===== src/rtl/sdr_guard_pkg.sv =====
package sdr_guard_pkg;

  typedef enum logic [3:0] {
    C_DESEL, C_NOP, C_MRS, C_EMRS, C_AREF, C_SREF,
    C_ACT, C_RD, C_WR, C_PRE, C_BST
  } cmd_e;

  typedef enum logic [3:0] {
    E_NONE      = 4'd0,
    E_SETTLE    = 4'd1,
    E_MRS_BUSY  = 4'd2,
    E_REF_BUSY  = 4'd3,
    E_AP_LOCK   = 4'd4,
    E_NO_ROW    = 4'd5,
    E_ROW_OPEN  = 4'd6,
    E_ACT_EARLY = 4'd7
  } err_e;

endpackage


===== src/rtl/sdr_cmd_decode.sv =====
module sdr_cmd_decode
  import sdr_guard_pkg::*;
(
  input  logic cke_prev_i,
  input  logic cke_i,
  input  logic cs_n_i,
  input  logic ras_n_i,
  input  logic cas_n_i,
  input  logic we_n_i,
  input  logic ba_i,
  output cmd_e cmd_o
);

  always_comb begin
    cmd_o = C_DESEL;
    if (cke_prev_i && !cs_n_i) begin
      unique case ({ras_n_i, cas_n_i, we_n_i})
        3'b000: cmd_o = ba_i ? C_EMRS : C_MRS;
        3'b001: cmd_o = cke_i ? C_AREF : C_SREF;
        3'b010: cmd_o = C_PRE;
        3'b011: cmd_o = C_ACT;
        3'b100: cmd_o = C_WR;
        3'b101: cmd_o = C_RD;
        3'b110: cmd_o = C_BST;
        default: cmd_o = C_NOP;
      endcase
    end
  end

endmodule


===== src/rtl/sdr_bank_track.sv =====
module sdr_bank_track #(
  parameter int BL  = 4,
  parameter int TRP = 2
) (
  input  logic clk,
  input  logic rst_n,
  input  logic act_i,
  input  logic rw_i,
  input  logic ap_i,
  input  logic pre_i,
  output logic open_o,
  output logic lock_o,
  output logic busy_o
);

  localparam int LOAD = BL + TRP - 1;
  localparam int CW   = $clog2(LOAD + 1);

  logic          open_q;
  logic [CW-1:0] cnt_q;

  always_ff @(posedge clk or negedge rst_n) begin
    if (!rst_n) begin
      open_q <= 1'b0;
      cnt_q  <= '0;
    end else begin
      if (act_i)
        open_q <= 1'b1;
      else if (pre_i || (rw_i && ap_i))
        open_q <= 1'b0;

      if (rw_i && ap_i)
        cnt_q <= CW'(LOAD);
      else if (cnt_q != '0)
        cnt_q <= cnt_q - 1'b1;
    end
  end

  assign open_o = open_q;
  assign lock_o = cnt_q > CW'(TRP);
  assign busy_o = cnt_q != '0;

  // an accepted activate leaves the row open
  p_act_opens_r6: assert property (@(posedge clk) disable iff (!rst_n)
    act_i |=> open_q);

  // an auto-precharge access closes the row and starts the window
  p_ap_start_r7: assert property (@(posedge clk) disable iff (!rst_n)
    (rw_i && ap_i) |=> (!open_q && lock_o));

  // the recovery countdown only moves downward once started
  p_count_down_r8: assert property (@(posedge clk) disable iff (!rst_n)
    (busy_o && !(rw_i && ap_i)) |=> (cnt_q == $past(cnt_q) - 1'b1));

endmodule


===== src/rtl/sdr_cmd_guard.sv =====
module sdr_cmd_guard
  import sdr_guard_pkg::*;
#(
  parameter int BL   = 4,
  parameter int TRP  = 2,
  parameter int TMRD = 2
) (
  input  logic       clk,
  input  logic       rst_n,
  input  logic       cke,
  input  logic       cs_n,
  input  logic       ras_n,
  input  logic       cas_n,
  input  logic       we_n,
  input  logic       ba,
  input  logic       a10,
  output logic       viol,
  output logic [3:0] err_code
);

  localparam int NBANK = 2;
  localparam int MW    = $clog2(TMRD + 1);

  logic          cke_q;
  logic [MW-1:0] mrs_cnt_q;
  cmd_e          cmd;
  err_e          err_next;
  logic [3:0]    err_q;
  logic          accept;

  logic [NBANK-1:0] open_v, lock_v, busy_v;
  logic [NBANK-1:0] act_v, rw_v, pre_v;
  logic             all_idle, any_lock, open_sel, busy_sel;

  sdr_cmd_decode u_dec (
    .cke_prev_i (cke_q),
    .cke_i      (cke),
    .cs_n_i     (cs_n),
    .ras_n_i    (ras_n),
    .cas_n_i    (cas_n),
    .we_n_i     (we_n),
    .ba_i       (ba),
    .cmd_o      (cmd)
  );

  for (genvar b = 0; b < NBANK; b++) begin : g_bank
    logic hit;
    assign hit      = (ba == 1'(b));
    assign act_v[b] = accept && (cmd == C_ACT) && hit;
    assign rw_v[b]  = accept && ((cmd == C_RD) || (cmd == C_WR)) && hit;
    assign pre_v[b] = accept && (cmd == C_PRE) && (a10 || hit);

    sdr_bank_track #(.BL(BL), .TRP(TRP)) u_bank (
      .clk    (clk),
      .rst_n  (rst_n),
      .act_i  (act_v[b]),
      .rw_i   (rw_v[b]),
      .ap_i   (a10),
      .pre_i  (pre_v[b]),
      .open_o (open_v[b]),
      .lock_o (lock_v[b]),
      .busy_o (busy_v[b])
    );
  end

  assign all_idle = ~|(open_v | busy_v);
  assign any_lock = |lock_v;
  assign open_sel = open_v[ba];
  assign busy_sel = busy_v[ba];

  always_comb begin
    err_next = E_NONE;
    if ((mrs_cnt_q != '0) && (cmd != C_DESEL) && (cmd != C_NOP)) begin
      err_next = E_SETTLE;
    end else begin
      unique case (cmd)
        C_MRS, C_EMRS: if (!all_idle) err_next = E_MRS_BUSY;
        C_AREF, C_SREF: if (!all_idle) err_next = E_REF_BUSY;
        C_RD, C_WR: begin
          if (any_lock)       err_next = E_AP_LOCK;
          else if (!open_sel) err_next = E_NO_ROW;
        end
        C_ACT: begin
          if (busy_sel)      err_next = E_ACT_EARLY;
          else if (open_sel) err_next = E_ROW_OPEN;
        end
        default: err_next = E_NONE;
      endcase
    end
  end

  assign accept = (err_next == E_NONE);

  always_ff @(posedge clk or negedge rst_n) begin
    if (!rst_n) begin
      cke_q     <= 1'b0;
      mrs_cnt_q <= '0;
      err_q     <= 4'd0;
      viol      <= 1'b0;
    end else begin
      cke_q <= cke;
      err_q <= err_next;
      viol  <= !accept;
      if (accept && ((cmd == C_MRS) || (cmd == C_EMRS)))
        mrs_cnt_q <= MW'(TMRD - 1);
      else if (mrs_cnt_q != '0)
        mrs_cnt_q <= mrs_cnt_q - 1'b1;
    end
  end

  assign err_code = err_q;

  // the flag and the code always agree
  p_flag_code_r11: assert property (@(posedge clk) disable iff (!rst_n)
    viol == (err_code != 4'd0));

  // inside the settling window a real command is flagged as such
  p_settle_block_r4: assert property (@(posedge clk) disable iff (!rst_n)
    ((mrs_cnt_q != '0) && (cmd != C_DESEL) && (cmd != C_NOP))
      |=> (err_code == 4'd1));

  // refresh with a bank in use is flagged
  p_ref_idle_r5: assert property (@(posedge clk) disable iff (!rst_n)
    ((mrs_cnt_q == '0) && ((cmd == C_AREF) || (cmd == C_SREF)) && !all_idle)
      |=> (err_code == 4'd3));

  // read or write inside an auto-precharge burst is flagged
  p_ap_lock_r7: assert property (@(posedge clk) disable iff (!rst_n)
    ((mrs_cnt_q == '0) && ((cmd == C_RD) || (cmd == C_WR)) && any_lock)
      |=> (err_code == 4'd4));

  // a deselected or clock-gated cycle never flags
  p_desel_clean_r1: assert property (@(posedge clk) disable iff (!rst_n)
    (cmd == C_DESEL) |=> (err_code == 4'd0));

endmodule


===== config.mk =====
export PLATFORM = sky130hd
export DESIGN_NAME = sdr_cmd_guard
export DESIGN_NICKNAME = d
export VERILOG_FILES = /design/src/rtl/sdr_guard_pkg.sv /design/src/rtl/sdr_cmd_decode.sv /design/src/rtl/sdr_bank_track.sv /design/src/rtl/sdr_cmd_guard.sv
export SDC_FILE = /design/constraint.sdc
export NUM_CORES = 1
export LEC_CHECK = 0
export CORE_MARGIN = 2
export CORE_UTILIZATION = 30
export CTS_CLUSTER_SIZE = 20
export DETAILED_ROUTE_END_ITERATION = 10
export DONT_BUFFER_PORTS = 1
export GPL_TIMING_DRIVEN = 0
export SLEW_MARGIN = 20
export SYNTH_ARGS = -nofsm -noshare
export SYNTH_HDL_FRONTEND = slang
export SYNTH_SLANG_ARGS = --single-unit

===== constraint.sdc =====
create_clock -name clk -period 5.6 [get_ports clk]
set_clock_uncertainty 0.2 [all_clocks]
set_input_delay 0.28 -clock clk [delete_from_list [all_inputs] [get_ports clk]]
set_output_delay 0.28 -clock clk [all_outputs]
set_load 0.02 [all_outputs]

==> flow_summary.json, run 1 <==
{
  "post-cts-setup-buffers": 0,
  "first_iter_violations": 37,
  "clk_path_buf_depth": 2,
  "regArea_um2": 375,
  "grt_overflow": 0,
  "die_area_um2": 3870,
  "ant_nets": 0,
  "fill_cells": 338,
  "antenna_found_initial": 0,
  "ys_seq_area_frac": 0.369,
  "power.density_nw_per_um2": 391,
  "die_h_um": 62.2,
  "hold_class": "input port to flop",
  "viasPerCell": 5.15,
  "worstSkewPairLatency_ns": 0.30,
  "synth_edf_count": 0,
  "tns_ns": 0,
  "ir_drop_v": 0.000103,
  "worst_setup_path_start_kind": "flop",
  "syn_avg_cell_area_um2": 9.60,
  "diodes": 0,
  "outcome": "completed",
  "coreArea_um2": 3280,
  "hpwl_mm": 1.64,
  "drt_wl_total_mm": 2.15,
  "syn-cell-area_um2": 1020,
  "p_leak_nw": 0.502,
  "wire_per_inst_um": 13.3,
  "synth_fp_nets": 122,
  "cp_max_fo": 9,
  "grt_pass1_wl_mm": 4.08,
  "grt_pass1_vias": 861,
  "synth_cell_types": 39,
  "syn_inst": 106,
  "synth_area_leaders": "dfrtp_1 (37%), ha_1 (8.6%), nand2b_1 (4.3%), mux2i_1 (3.9%), nor2_1 (3.3%)",
  "cts_buffers": 3,
  "syn2layout_area_growth_pct": 14.1,
  "rsz0062_at_grt": "no",
  "cts_tree": "done",
  "crit_arrival_ns": 2.44,
  "worst_slew_pin_slew_ns": 0.758,
  "io_pins": 14,
  "finalSetupViolations": 0,
  "max_cap_viol_count": 0,
  "clk_root_buffer_cell": "clkbuf_4",
  "yosys.area.top_type_share": 0.369,
  "dr.pass1.iters": 4,
  "period_share": 0.438,
  "period_needed_ns": 2.45,
  "fp.dieW_um": 62.2,
  "num_vias": 835,
  "ys_seq_elements": 15,
  "multi_input_area_um2": 582,
  "relSlewSlack": 0.493,
  "fin_nets": 133,
  "clk_pin_slew_ns": 0.10,
  "core.rowCount": 21,
  "io_buffers": 0,
  "drcViolationCount": 0,
  "dp_cells": 152,
  "start_util": 0.310,
  "synth_area_leader_cell": "dfrtp_1",
  "clkSinkCount": 15,
  "gp_congestion": 0.838,
  "drive_gt1_frac": 0.103,
  "hold_viol": 0,
  "htreeDepth": 1,
  "path_class": "flop to flop",
  "synth_ff_type": "dfrtp_1",
  "final_common_cell": "dfrtp_1",
  "cp-end-kind": "flop",
  "async_reset_ff_frac": 1.00,
  "synth_warnings": 0,
  "final_cell_mix": "dfrtp_1 (15), nor2_1 (9), inv_1 (7), nand2b_1 (7), ha_1 (7)",
  "layout.cells.non_filler": 162,
  "power_uw": 454,
  "fmax_mhz": 408,
  "grt_max_degree": 16,
  "required_ns": 5.59,
  "track_usage": 0.130,
  "finalMaxSlewViolations": 0
}
==> per-layer routing <==
| layer | up-vias | GRT usage | share of wire |
|---|---|---|---|
| met1 | 413 | 0.168 | 0.45 |
| met3 | 5 | 0.0199 | 0.037 |
| met5 | - | 0 | 0 |
| met4 | 0 | 0.0583 | 0.020 |
| met2 | 21 | 0.216 | 0.49 |
| li1 | 396 | - | - |
==> cell usage after synthesis, types with 2 or more instances <==
library cell  number
a21oi_1            4
buf_6              2
dfrtp_1           15
ha_1               7
inv_1              7
mux2i_1            4
nand2_1            4
nand2b_1           7
nand3_1            4
nor2_1             9
nor2b_1            2
nor3b_2            2
o21a_1             2
o21ai_0            2
o21ai_1            4
o221ai_1           2
o31ai_1            3
or3_1              4
xnor2_1            2
==> report_power, final <==
part	internal, mW	switching, mW
registers	0.146	0.0361
clock network	0.0278	0.0385
logic	0.101	0.104
total	0.275	0.179
==> worst max-delay path, stage by stage (launching register included) <==
cell,delay [ns]
dfrtp_1,0.42
inv_1,0.09
ha_1,0.19
nor3b_2,0.26
mux2i_1,0.14
a32o_2,0.29
or3_1,0.33
buf_6,0.15
o31a_1,0.27
==> kinds of logic after synthesis <==
kind of cell | count (synthesis) | synth area share
other | 1 | 0.00369
AOI/OAI and AO/OA | 25 | 0.176
buffers and inverters | 11 | 0.0590
xor gates and xnor gates | 3 | 0.0258
muxes | 5 | 0.0541
DFF | 15 | 0.369
and+or+nand+nor | 39 | 0.226
adders and majority gates | 7 | 0.0861
==> state kept, by name, summed over array words and instances, names as in the netlist <==
register / flops
cke_q: 1
err_code: 3
viol: 1
mrs_cnt_q: 2
g_bank.u_bank.cnt_q: 6
g_bank.u_bank.open_o: 2
==> final timing paths <==
path | slack, ns | cells after the start | start | end
max | 3.15 | 8 | g_bank[1].u_bank.cnt_q[1] | mrs_cnt_q[1]
min | 0.02 | 3 | we_n | mrs_cnt_q[0]
max reg2reg | 3.15 | 8 | g_bank[1].u_bank.cnt_q[1] | mrs_cnt_q[1]
min reg2reg | 0.32 | 2 | mrs_cnt_q[0] | mrs_cnt_q[0]
max in group asynchronous | 4.44 | 1 | rst_n | mrs_cnt_q[0]
min in group asynchronous | 0.29 | 1 | rst_n | err_code[0]
==> through the flow <==
| step | instance area [µm²] | hold WS (ns) | utilization | setup WS [ns] |
|---|---|---|---|---|
| floorplan | 1020 | -0.216 | - | 3.35 |
| global placement | 1070 | -0.215 | 0.327 | 3.18 |
| detailed placement | 1070 | -0.215 | 0.327 | 3.15 |
| CTS | 1160 | 0.0193 | 0.354 | 3.13 |
| global route | 1160 | 0.0377 | 0.354 | 2.92 |
| finish | 1160 | 0.0225 | 0.354 | 3.15 |
==> final cells by class <==
cell class | instances | share of cell area
Sequential cell | 15 | 0.323
Tap cell | 46 | 0.0496
Timing Repair Buffer | 6 | 0.0517
Inverter | 7 | 0.0226
Multi-Input combinational cell | 80 | 0.501
Clock buffer | 4 | 0.0226
Buffer | 4 | 0.0291
==> repair_timing <==
action,in CTS,in global routing
resized for setup,0,0
endpoints found under the hold margin,20,0
hold buffers,6,0
Note: power is estimated with default switching activity, not from simulation.
==> inputs of run 2 (changes only) <==
ABC_AREA = 1   (was not set)
clock period = 2.1 ns   (was 5.6 ns; I/O delays follow)
==> run 2 against run 1 <==
Critical path type unchanged. The run now ends with negative setup slack left. Register-to-register slack worse by 3.2 ns. Non-clock buffer count rose by 18. Count of clock-buffer cells in the layout is the same. Highest routed layer unchanged.
==> flow_summary.json, run 2 <==
{
  "internal-power_uw": 909,
  "synth_warnings": 0,
  "worstSkewPairLatency_ns": 0.28,
  "drcViolationCount": 0,
  "drive_gt1_frac": 0.337,
  "cts_tree": "done",
  "layout.cells.non_filler": 215,
  "switching_power_uw": 672,
  "hpwl_mm": 1.54,
  "p_leak_nw": 0.725,
  "die_area_um2": 3960,
  "cp-end-kind": "flop",
  "yosys-top-cells-count": "nand2_1 (33), inv_1 (23), dfrtp_1 (15)",
  "cts_buffers": 3,
  "gp_congestion": 0.780,
  "fin_util": 0.443,
  "pre_cts_ws_ns": -0.227,
  "final_cell_mix": "nand2_1 (26), inv_1 (18), buf_4 (16)",
  "htreeDepth": 1,
  "largest_register_ffs": 6,
  "clk_path_buf_depth": 2,
  "core.rowCount": 21,
  "grt_util_met3": 0.0216,
  "grt_max_degree": 16,
  "hold_class": "input port to flop",
  "track_usage": 0.125,
  "required_ns": 2.13,
  "fmax_mhz": 463,
  "final_common_cell": "nand2_1",
  "ys_seq_elements": 15,
  "viasPerCell": 4.68,
  "grt_pass1_wl_mm": 3.99,
  "io_buffers": 0,
  "clkPwrFrac": 0.106,
  "fin_nets": 186,
  "power.density_nw_per_um2": 1070,
  "rsz0062_at_grt": "yes",
  "start_util": 0.312,
  "ant_nets": 0,
  "p_comb_frac": 0.582,
  "synth.most_common_cell": "nand2_1",
  "synth_ff_type": "dfrtp_1",
  "syn2layout_area_growth_pct": 41.9,
  "antenna_found_initial": 0,
  "first_iter_violations": 46,
  "period_needed_ns": 2.16,
  "yosys.area.top_type_share": 0.361,
  "cp_max_fo": 4,
  "period_share": 1.03,
  "ys_seq_area_frac": 0.361,
  "busiest_layer": "met2",
  "hold_viol": 0,
  "tns_ns": -0.121,
  "outcome": "complete, but fails checks",
  "crit_top_cell": "nand2_2",
  "crit_arrival_ns": 2.19,
  "grt_pass1_vias": 990,
  "path_cells": "inv_2 -> buf_6 -> ha_2 -> o21a_1 -> o211ai_1 -> nor2_1 -> nand2_1 -> nand2_2 -> nor2_4 -> nand4_1 -> buf_4 -> nand2_2",
  "violations": "negative setup slack",
  "grt_overflow": 0,
  "slowest_stage": "dfrtp_1",
  "syn-cell-area_um2": 1040,
  "clk_root_buffer_cell": "clkbuf_4",
  "grtUsageMet2": 0.222,
  "synth_fp_nets": 154,
  "num_vias": 1007,
  "synth_area_leaders": "dfrtp_1 (36%), nand2_1 (12%), ha_1 (8.4%), inv_1 (8.3%), nor2_1 (4.3%)",
  "drt_wl_total_mm": 2.57,
  "syn_avg_cell_area_um2": 7.54,
  "swShare": 0.425,
  "dp_cells": 184,
  "finalSetupViolations": 4,
  "grt_use_met1": 0.142,
  "syn_inst": 138,
  "wire_per_inst_um": 11.9,
  "fin_ws_ns": -0.0589,
  "fp.dieW_um": 62.9,
  "io_pins": 14,
  "coreArea_um2": 3340,
  "clk_pin_slew_ns": 0.09,
  "worst_setup_path_start_kind": "flop",
  "path_class": "flop to flop",
  "dr.pass1.iters": 6,
  "worst_slew_pin_slew_ns": 0.716,
  "top_register": "g_bank.u_bank.cnt_q",
  "max_cap_viol_count": 0,
  "finalMaxSlewViolations": 0,
  "slowest_delay_ns": 0.37,
  "clkSinkCount": 15,
  "async_reset_ff_frac": 1.00,
  "relSlewSlack": 0.521,
  "synth_area_leader_cell": "dfrtp_1",
  "pwr-share-seq": 0.312,
  "die_h_um": 62.9,
  "synth_edf_count": 0,
  "synth_cell_types": 24,
  "diodes": 0,
  "ir_drop_v": 0.000302
}
## run 2: cell types whose count changed after synthesis, moves of 4 or more
| cell | change |
|---|---|
| nand2_1 | +29 |
| inv_1 | +16 |
| nand2b_1 | -7 |
| nand2_2 | +6 |
| nand4_1 | +6 |
| mux2i_1 | -4 |
| nor2_2 | +4 |
| or3_1 | -4 |
## run 2: final timing paths
check                                           from                        end  slack, ns  cells past startpoint
max                        g_bank[0].u_bank.cnt_q[0]  g_bank[0].u_bank.cnt_q[0]      -0.06                     12
min                                             we_n                err_code[2]       0.03                      3
max reg2reg                g_bank[0].u_bank.cnt_q[0]  g_bank[0].u_bank.cnt_q[0]      -0.06                     12
min reg2reg                             mrs_cnt_q[0]               mrs_cnt_q[0]       0.32                      2
max in group asynchronous                      rst_n                err_code[2]       1.14                      1
min in group asynchronous                      rst_n    g_bank[1].u_bank.open_o       0.11                      1
## run 2: cell families after synthesis
kind of cell,Yosys count,share of synthesized area
AO/OA/AOI/OAI,16,0.107
XOR/XNOR,3,0.0252
adder cells (fa/ha/maj),7,0.0841
buffers and inverters,25,0.0937
flip-flops,15,0.361
other,1,0.00360
AND/OR/NAND/NOR,71,0.326
## run 2: power groups by stage
stage / Clock [mW] / Combinational (mW) / Sequential (mW)
5_1_grt: 0.184 / 1.04 / 0.505
6_report: 0.168 / 0.920 / 0.493
2_1_floorplan: 0 / 0.478 / 0.481
4_1_cts: 0.171 / 0.777 / 0.493
3_3_place_gp: 0 / 0.539 / 0.491
3_5_place_dp: 0 / 0.571 / 0.494
## run 2: stage by stage
| step | instance area [µm²] | hold WS (ns) | power [mW] |
|---|---|---|---|
| after CTS | 1380 | 0.00528 | 1.44 |
| after floorplan | 1040 | -0.391 | 0.959 |
| after global routing | 1480 | 0.0484 | 1.73 |
| after global placement | 1100 | -0.390 | 1.03 |
| final | 1480 | 0.0284 | 1.58 |
| after detailed placement | 1100 | -0.390 | 1.07 |
## run 2: layer usage
layer	up-vias	wire length (µm)
li1	497	-
met1	469	1110
met2	33	1280
met3	8	97
met4	0	74
met5	-	0
## run 2: final cells by class
class | instances | area, µm²
fillers | 325 | 1860
multi-input cells | 98 | 686
flip-flops and latches | 15 | 375
repair buffers | 27 | 235
inverters | 24 | 90.1
well taps | 46 | 57.6
clock buffers | 4 | 26.3
plain buffers | 1 | 7.51
## run 2: worst max-delay path, delay by kind of cell (launching register included)
family	cells	cell delay, ns
flops	1	0.37
fa+ha+maj	1	0.17
buf+inv	3	0.38
simple gates	6	0.68
compound gates	2	0.30
## run 2: what timing repair did
action | CTS | global route
hold buffers | 10 | 0
pin swaps | 10 | 16
setup endpoints to repair | 10 | 12
endpoints found under the hold margin | 27 | 0
gates resized for setup | 12 | 22
setup buffers | 17 | 0
